**src/rtl/supply_rst_pkg.sv**
```systemverilog
package supply_rst_pkg;

  typedef enum logic [1:0] {
    DLY_SHORT = 2'b00,
    DLY_STD   = 2'b01,
    DLY_LONG  = 2'b10,
    DLY_MAX   = 2'b11
  } dly_sel_e;

  localparam dly_sel_e DLY_DEFAULT = DLY_STD;

  localparam int FLAG_PRI = 0;
  localparam int FLAG_SEC = 1;
  localparam int FLAG_N   = 2;

endpackage

```
**src/rtl/srs_sync.sv**
```systemverilog
module srs_sync #(
  parameter int W      = 2,
  parameter int STAGES = 2
) (
  input  logic         clk,
  input  logic         rst,
  input  logic [W-1:0] async_i,
  output logic [W-1:0] sync_o
);

  logic [W-1:0] stage_q [STAGES];

  for (genvar s = 0; s < STAGES; s++) begin : g_stage
    if (s == 0) begin : g_first
      always_ff @(posedge clk) begin
        if (rst) stage_q[s] <= '0;
        else     stage_q[s] <= async_i;
      end
    end else begin : g_next
      always_ff @(posedge clk) begin
        if (rst) stage_q[s] <= '0;
        else     stage_q[s] <= stage_q[s-1];
      end
    end
  end

  assign sync_o = stage_q[STAGES-1];

endmodule

```
**src/rtl/srs_edge_evt.sv**
```systemverilog
module srs_edge_evt #(
  parameter int W = 2
) (
  input  logic         clk,
  input  logic         rst,
  input  logic [W-1:0] flag_i,
  output logic [W-1:0] evt_o
);

  logic [W-1:0] prev_q;
  logic [W-1:0] evt_q;

  for (genvar i = 0; i < W; i++) begin : g_bit
    always_ff @(posedge clk) begin
      if (rst) begin
        prev_q[i] <= 1'b0;
        evt_q[i]  <= 1'b0;
      end else begin
        prev_q[i] <= flag_i[i];
        evt_q[i]  <= flag_i[i] ^ prev_q[i];
      end
    end

    // a level change on the synchronized flag is followed by a pulse
    p_pulse_on_change_r9: assert property (@(posedge clk) disable iff (rst)
      (flag_i[i] != $past(flag_i[i])) |=> evt_q[i]);
  end

  assign evt_o = evt_q;

endmodule

```
**src/rtl/srs_hold_timer.sv**
```systemverilog
module srs_hold_timer
  import supply_rst_pkg::*;
#(
  parameter int       D_SEL0  = 50,
  parameter int       D_SEL1  = 200,
  parameter int       D_SEL2  = 400,
  parameter int       D_SEL3  = 800,
  parameter dly_sel_e RST_SEL = DLY_DEFAULT
) (
  input  logic     clk,
  input  logic     rst,
  input  logic     tick_i,
  input  logic     low_i,
  input  dly_sel_e sel_i,
  output logic     hold_o
);

  localparam int DMAX01 = (D_SEL0 > D_SEL1) ? D_SEL0 : D_SEL1;
  localparam int DMAX23 = (D_SEL2 > D_SEL3) ? D_SEL2 : D_SEL3;
  localparam int DMAX   = (DMAX01 > DMAX23) ? DMAX01 : DMAX23;
  localparam int CNT_W  = $clog2(DMAX + 1);

  typedef logic [CNT_W-1:0] cnt_t;

  function automatic cnt_t sel_to_lim(input dly_sel_e s);
    cnt_t r;
    case (s)
      DLY_SHORT: r = cnt_t'(D_SEL0);
      DLY_STD:   r = cnt_t'(D_SEL1);
      DLY_LONG:  r = cnt_t'(D_SEL2);
      default:   r = cnt_t'(D_SEL3);
    endcase
    return r;
  endfunction

  cnt_t cnt_q;
  cnt_t lim_q;
  logic hold_q;
  logic last_tick;

  assign last_tick = (cnt_q == lim_q - cnt_t'(1));

  always_ff @(posedge clk) begin
    if (rst) begin
      hold_q <= 1'b1;
      cnt_q  <= '0;
      lim_q  <= sel_to_lim(RST_SEL);
    end else if (low_i) begin
      hold_q <= 1'b1;
      cnt_q  <= '0;
      lim_q  <= sel_to_lim(sel_i);
    end else if (hold_q && tick_i) begin
      if (last_tick) begin
        hold_q <= 1'b0;
        cnt_q  <= '0;
      end else begin
        cnt_q  <= cnt_q + cnt_t'(1);
      end
    end
  end

  assign hold_o = hold_q;

  // an active primary flag forces hold on the next edge
  p_hold_while_low_r3: assert property (@(posedge clk) disable iff (rst)
    low_i |=> hold_q);

  // release only on a tick with the flag clear
  p_release_on_tick_r4: assert property (@(posedge clk) disable iff (rst)
    $fell(hold_q) |-> ($past(tick_i) && !$past(low_i)));

  // the count never reaches the captured limit
  p_cnt_bound_r4: assert property (@(posedge clk) disable iff (rst)
    cnt_q < lim_q);

  // the captured limit is always one of the four encodings
  p_lim_legal_r1: assert property (@(posedge clk) disable iff (rst)
    (lim_q == cnt_t'(D_SEL0)) || (lim_q == cnt_t'(D_SEL1)) ||
    (lim_q == cnt_t'(D_SEL2)) || (lim_q == cnt_t'(D_SEL3)));

endmodule

```
**src/rtl/supply_rst_seq.sv**
```systemverilog
module supply_rst_seq
  import supply_rst_pkg::*;
#(
  parameter int D_SEL0      = 50,
  parameter int D_SEL1      = 200,
  parameter int D_SEL2      = 400,
  parameter int D_SEL3      = 800,
  parameter int SYNC_STAGES = 2
) (
  input  logic       clk,
  input  logic       rst,
  input  logic       tick_i,
  input  logic       pri_low_i,
  input  logic       sec_low_i,
  input  logic       cfg_we_i,
  input  logic [1:0] cfg_sel_i,
  output logic       rst_hi_o,
  output logic       rst_n_o,
  output logic       sec_fail_o,
  output logic       pri_evt_o,
  output logic       sec_evt_o
);

  logic [FLAG_N-1:0] flags_async;
  logic [FLAG_N-1:0] flags_sync;
  logic [FLAG_N-1:0] flags_evt;
  dly_sel_e          cfg_q;
  logic              hold;
  logic              rst_hi_q;
  logic              rst_n_q;
  logic              sec_q;

  assign flags_async[FLAG_PRI] = pri_low_i;
  assign flags_async[FLAG_SEC] = sec_low_i;

  // delay field register
  always_ff @(posedge clk) begin
    if (rst)           cfg_q <= DLY_DEFAULT;
    else if (cfg_we_i) cfg_q <= dly_sel_e'(cfg_sel_i);
  end

  srs_sync #(
    .W      (FLAG_N),
    .STAGES (SYNC_STAGES)
  ) sync_i (
    .clk     (clk),
    .rst     (rst),
    .async_i (flags_async),
    .sync_o  (flags_sync)
  );

  srs_edge_evt #(
    .W (FLAG_N)
  ) edge_i (
    .clk    (clk),
    .rst    (rst),
    .flag_i (flags_sync),
    .evt_o  (flags_evt)
  );

  srs_hold_timer #(
    .D_SEL0  (D_SEL0),
    .D_SEL1  (D_SEL1),
    .D_SEL2  (D_SEL2),
    .D_SEL3  (D_SEL3),
    .RST_SEL (DLY_DEFAULT)
  ) timer_i (
    .clk    (clk),
    .rst    (rst),
    .tick_i (tick_i),
    .low_i  (flags_sync[FLAG_PRI]),
    .sel_i  (cfg_q),
    .hold_o (hold)
  );

  always_ff @(posedge clk) begin
    if (rst) begin
      rst_hi_q <= 1'b1;
      rst_n_q  <= 1'b0;
      sec_q    <= 1'b0;
    end else begin
      rst_hi_q <= hold;
      rst_n_q  <= !hold;
      sec_q    <= flags_sync[FLAG_SEC];
    end
  end

  assign rst_hi_o   = rst_hi_q;
  assign rst_n_o    = rst_n_q;
  assign sec_fail_o = sec_q;
  assign pri_evt_o  = flags_evt[FLAG_PRI];
  assign sec_evt_o  = flags_evt[FLAG_SEC];

  // the two reset outputs never agree
  p_polarity_r6: assert property (@(posedge clk) disable iff (rst)
    rst_n_q != rst_hi_q);

  // no stretching of the secondary fail output
  p_sec_no_stretch_r5: assert property (@(posedge clk) disable iff (rst)
    !flags_sync[FLAG_SEC] |=> !sec_q);

  // the output follows the timer hold without gaps
  p_rst_follows_hold_r3: assert property (@(posedge clk) disable iff (rst)
    hold |=> rst_hi_q);

endmodule

```
**config.mk**
```make
export PLATFORM = sky130hd
export DESIGN_NAME = supply_rst_seq
export DESIGN_NICKNAME = d
export VERILOG_FILES = /design/src/rtl/supply_rst_pkg.sv /design/src/rtl/srs_sync.sv /design/src/rtl/srs_edge_evt.sv /design/src/rtl/srs_hold_timer.sv /design/src/rtl/supply_rst_seq.sv
export SDC_FILE = /design/constraint.sdc
export NUM_CORES = 1
export LEC_CHECK = 0
export ABC_CLOCK_PERIOD_IN_PS = 2200
export BUFFER_PORTS_ARGS = -buffer_cell sky130_fd_sc_hd__buf_2
export CAP_MARGIN = 15
export CORE_MARGIN = 4
export CORE_UTILIZATION = 45
export CTS_CLUSTER_SIZE = 10
export DETAILED_ROUTE_END_ITERATION = 16
export PLACE_DENSITY = 0.66
export SYNTH_ARGS = -nofsm -noshare
export SYNTH_HDL_FRONTEND = slang
export SYNTH_SLANG_ARGS = --single-unit
```
**constraint.sdc**
```tcl
create_clock -name clk -period 2.2 [get_ports clk]
set_clock_uncertainty 0.2 [all_clocks]
set_input_delay 0.11 -clock clk [delete_from_list [all_inputs] [get_ports clk]]
set_output_delay 0.11 -clock clk [all_outputs]
set_load 0.05 [all_outputs]
```
==> results.sh <==
export IMPL_crit_chain="buf_4 -> or4_4 -> o221ai_2 -> a21boi_2 -> o211a_4 -> or3b_1 -> a311oi_2"
export IMPL_detail_route_antenna_nets=0
export IMPL_slowest_delay_ns=0.45
export IMPL_fp_dieArea_sq_um=4102
export IMPL_nets=201
export IMPL_grt_pass1_wl_mm=5.347
export IMPL_yosys_area_share_simple_pct=24.60
export IMPL_status="finished, violations left"
export IMPL_startpoint="timer_i.lim_q[6]"
export IMPL_hold_viol_final=0
export IMPL_antenna_found_initial=0
export IMPL_comb_power_share_pct=11.0
export IMPL_dieHeight_microns=64.05
export IMPL_cts_num_sinks=30
export IMPL_synthMuxAreaShare_pct=2.832
export IMPL_drc=0
export IMPL_synth_area_leaders="dfxtp_1 42%, xnor2_1 6.8%, nor2_1 6.1%"
export IMPL_p_leak_uw=0.0007112
export IMPL_grt_max_degree=22
export IMPL_ys_seq_area_share_pct=42.48
export IMPL_vias=1145
export IMPL_antennaDiodeCount=0
export IMPL_drv_slew=0
export IMPL_start_util_pct=46.69
export IMPL_cp_slowest_cell="or4_4"
export IMPL_setup_violations=1
export IMPL_power_density_nw_per_um2=578.5
export IMPL_r2r_slack_ns=-0.02
export IMPL_row_count=20
export IMPL_total_power_uw=1018
export IMPL_critPathLaunchType="register"
export IMPL_yosys_register_bits=30
export IMPL_cts_clk_slew_worst_paths_ns=0.10
export IMPL_worst_slack_ns=-0.01590
export IMPL_period_minus_slack_ns=2.216
export IMPL_grt_overflow=0
export IMPL_vias_per_cell=4.935
export IMPL_track_usage_pct=16.62
export IMPL_post_place_ws_ns=-0.1760
export IMPL_drt_iter0_drc=40
export IMPL_clk_latency_ns=0.34
export IMPL_synth_xor_area_share_pct=9.912
export IMPL_worst_setup_path_end_kind="register"
export IMPL_drive_above_1_share_pct=22.34
export IMPL_seqPwrFrac_pct=56.7
export IMPL_synth_cells=154
export IMPL_dp_hpwl_mm=1.990
export IMPL_fillCellCount=284
export IMPL_cts_tree="yes"
export IMPL_fin_crit_sh_pct=100.7
export IMPL_r2r_cells=7
export IMPL_synthArstFlopShare_pct=0
export IMPL_p_int_uw=740.8
export IMPL_synth_nets=168
export IMPL_clockPowerShare_pct=32.3
export IMPL_synth_adder_area_share_pct=5.310
export IMPL_cts_max_level=2
export IMPL_yosysWarningCount=0
export IMPL_cts_buffer_depth=2
export IMPL_final_common_cell="dfxtp_1"
export IMPL_p_sw_uw=277.6
export IMPL_slew_headroom_pct=55.75
export IMPL_worstPathRequired_ns=2.25
export IMPL_hold_path_class="register to register"
export IMPL_final_cell_mix="27 x dfxtp_1, 23 x nor2_1, 12 x dlygate4sd3_1, 12 x buf_2, 11 x xnor2_1"
export IMPL_rsz0062_at_grt="yes"
export IMPL_ys_dominant_reg_cell="dfxtp_1"
export IMPL_r2r_end="timer_i.cnt_q[2]"
export IMPL_yosys_area_top_type="dfxtp_1"
export IMPL_crit_end="timer_i.cnt_q[2]"
export IMPL_r2r_start="timer_i.lim_q[6]"
export IMPL_fmax_mhz=451.3
export IMPL_cts_root_buf="clkbuf_4"
export IMPL_wl_mm=2.918
export IMPL_cap_violations=0
export IMPL_place_area_sq_um=1548
export IMPL_wl_per_cell_microns=12.58
export IMPL_tightest_slew_ns=0.6628
export IMPL_violations="negative setup slack"
export IMPL_synth_top_cell_area_share_pct=42.48
export IMPL_netSwitchingFraction_pct=27.26
export IMPL_worst_setup_path_type="register to register"
export IMPL_cts_buffers=5
export IMPL_avgSynthCellArea_sq_um=9.181
export IMPL_area_growth_pct=24.51
export IMPL_post_route_cell_area_sq_um=1760
export IMPL_core_area_sq_um=3028
export IMPL_hold_path_depth=1
export IMPL_gp_congestion=0.8300
export IMPL_critPathMaxFanout=6
export IMPL_grt_pass1_vias=1233
export IMPL_critPathArrivalTime_ns=2.27
export IMPL_numPortBuffers=12
export IMPL_syn_cell_area_sq_um=1414
export IMPL_synth_top_family_by_area="simple AND/OR/NAND/NOR gates"
export IMPL_synth_compound_area_share_pct=11.15
export IMPL_vdd_drop_max_mv=0.4427
export IMPL_chipWidth_microns=64.05
export IMPL_io_pins=13
export IMPL_dr_pass1_iters=4
export IMPL_final_core_util_pct=58.14
export IMPL_ys_types=37
export IMPL_synth_edf_count=0
## worst min path at each step
stage / startpoint / to / slack, ns
3_3_place_gp: pri_low_i / sync_i.stage_q[0][0] / 0.12
4_1_cts: sync_i.stage_q[0][0] / sync_i.stage_q[1][0] / 0.26
2_1_floorplan: cfg_we_i / cfg_q[0] / 0.04
5_1_grt: sync_i.stage_q[0][1] / sync_i.stage_q[1][1] / 0.27
3_5_place_dp: sec_low_i / sync_i.stage_q[0][1] / 0.13
6_report: sync_i.stage_q[0][0] / sync_i.stage_q[1][0] / 0.25
## routing by layer
layer | part of all wire [%] | track usage, % | wire length (microns)
met1 | 45 | 19.23 | 1306
met2 | 51 | 28.65 | 1475
met3 | 2.8 | 5.272 | 83
met4 | 1.8 | 5.660 | 52
met5 | 0 | 0 | 0
## through the flow
| step | hold slack, ns | cells | TNS (ns) |
|---|---|---|---|
| after floorplan | 0.03620 | 154 | 0 |
| after global placement | 0.1245 | 210 | -0.06519 |
| after detailed placement | 0.1277 | 210 | -0.9654 |
| after CTS | 0.2566 | 232 | -0.03649 |
| after global routing | 0.2665 | 232 | -0.1434 |
| final | 0.2513 | 232 | -0.01590 |
## state kept, by name, indices dropped and copies added (netlist names)
name / count
rst_hi_o: 1
edge_i.prev_q: 2
sync_i.stage_q: 4
cfg_q: 2
rst_n_o: 1
timer_i.hold_o: 1
timer_i.lim_q: 7
timer_i.cnt_q: 10
edge_i.evt_o: 2
## synth_stat cells (2+ instances only)
master and number:
a21oi_1 3, and2_1 2, clkbuf_1 5, dfxtp_1 30, ha_1 6, inv_1 9
mux2i_1 4, nand2_1 8, nand2b_1 2, nand3_1 6, nand3b_1 2, nand4_1 3
nor2_1 23, nor2b_1 6, nor3_1 4, nor4b_1 2, o211ai_1 3, o21ai_0 2
or3_1 2, xnor2_1 11, xor2_1 5
## power groups by stage
stage          Sequential (uW)  Combinational [uW]  Clock (uW)
4_1_cts                    577                 111         337
3_3_place_gp               590                88.8           0
5_1_grt                    581                 125         377
3_5_place_dp               591                91.1           0
2_1_floorplan              591                62.1           0
6_report                   577                 112         329
## area by class of cell
cell class	instances	area, sq um	share of cell area (%)
Timing Repair Buffer	31	232.7	13.22
Sequential cell	30	606.8	34.47
Multi-Input combinational cell	110	773.2	43.92
Clock inverter	3	21.27	1.208
Tap cell	44	55.05	3.127
Inverter	9	33.78	1.919
Clock buffer	5	37.54	2.132
## repair_timing
item / 4_1_cts / 5_1_grt
hold endpoints to repair: 13 / 0
pin swaps: 1 / 1
hold buffers: 12 / 0
resized for setup: 5 / 1
buffers inserted: 2 / 0
setup endpoints to repair: 10 / 5
## worst max-delay path, delay by kind of cell, from the launching register on
kind | cells | cell delay (ns)
buffers and inverters | 1 | 0.15
AO/OA/AOI/OAI | 4 | 0.63
AND/OR/NAND/NOR | 2 | 0.81
flip-flops | 1 | 0.33
## kinds of logic (layout without fill, tap and decap cells)
kind of cell               after synthesis  after routing
and+or+nand+nor                         66             66
muxes                                    4              4
adders and majority gates                6              6
buffers and inverters                   14             48
AOI/OAI and AO/OA                       18             18
xor gates and xnor gates                16             16
DFF                                     30             30
Power figures use the tool's default switching activity.
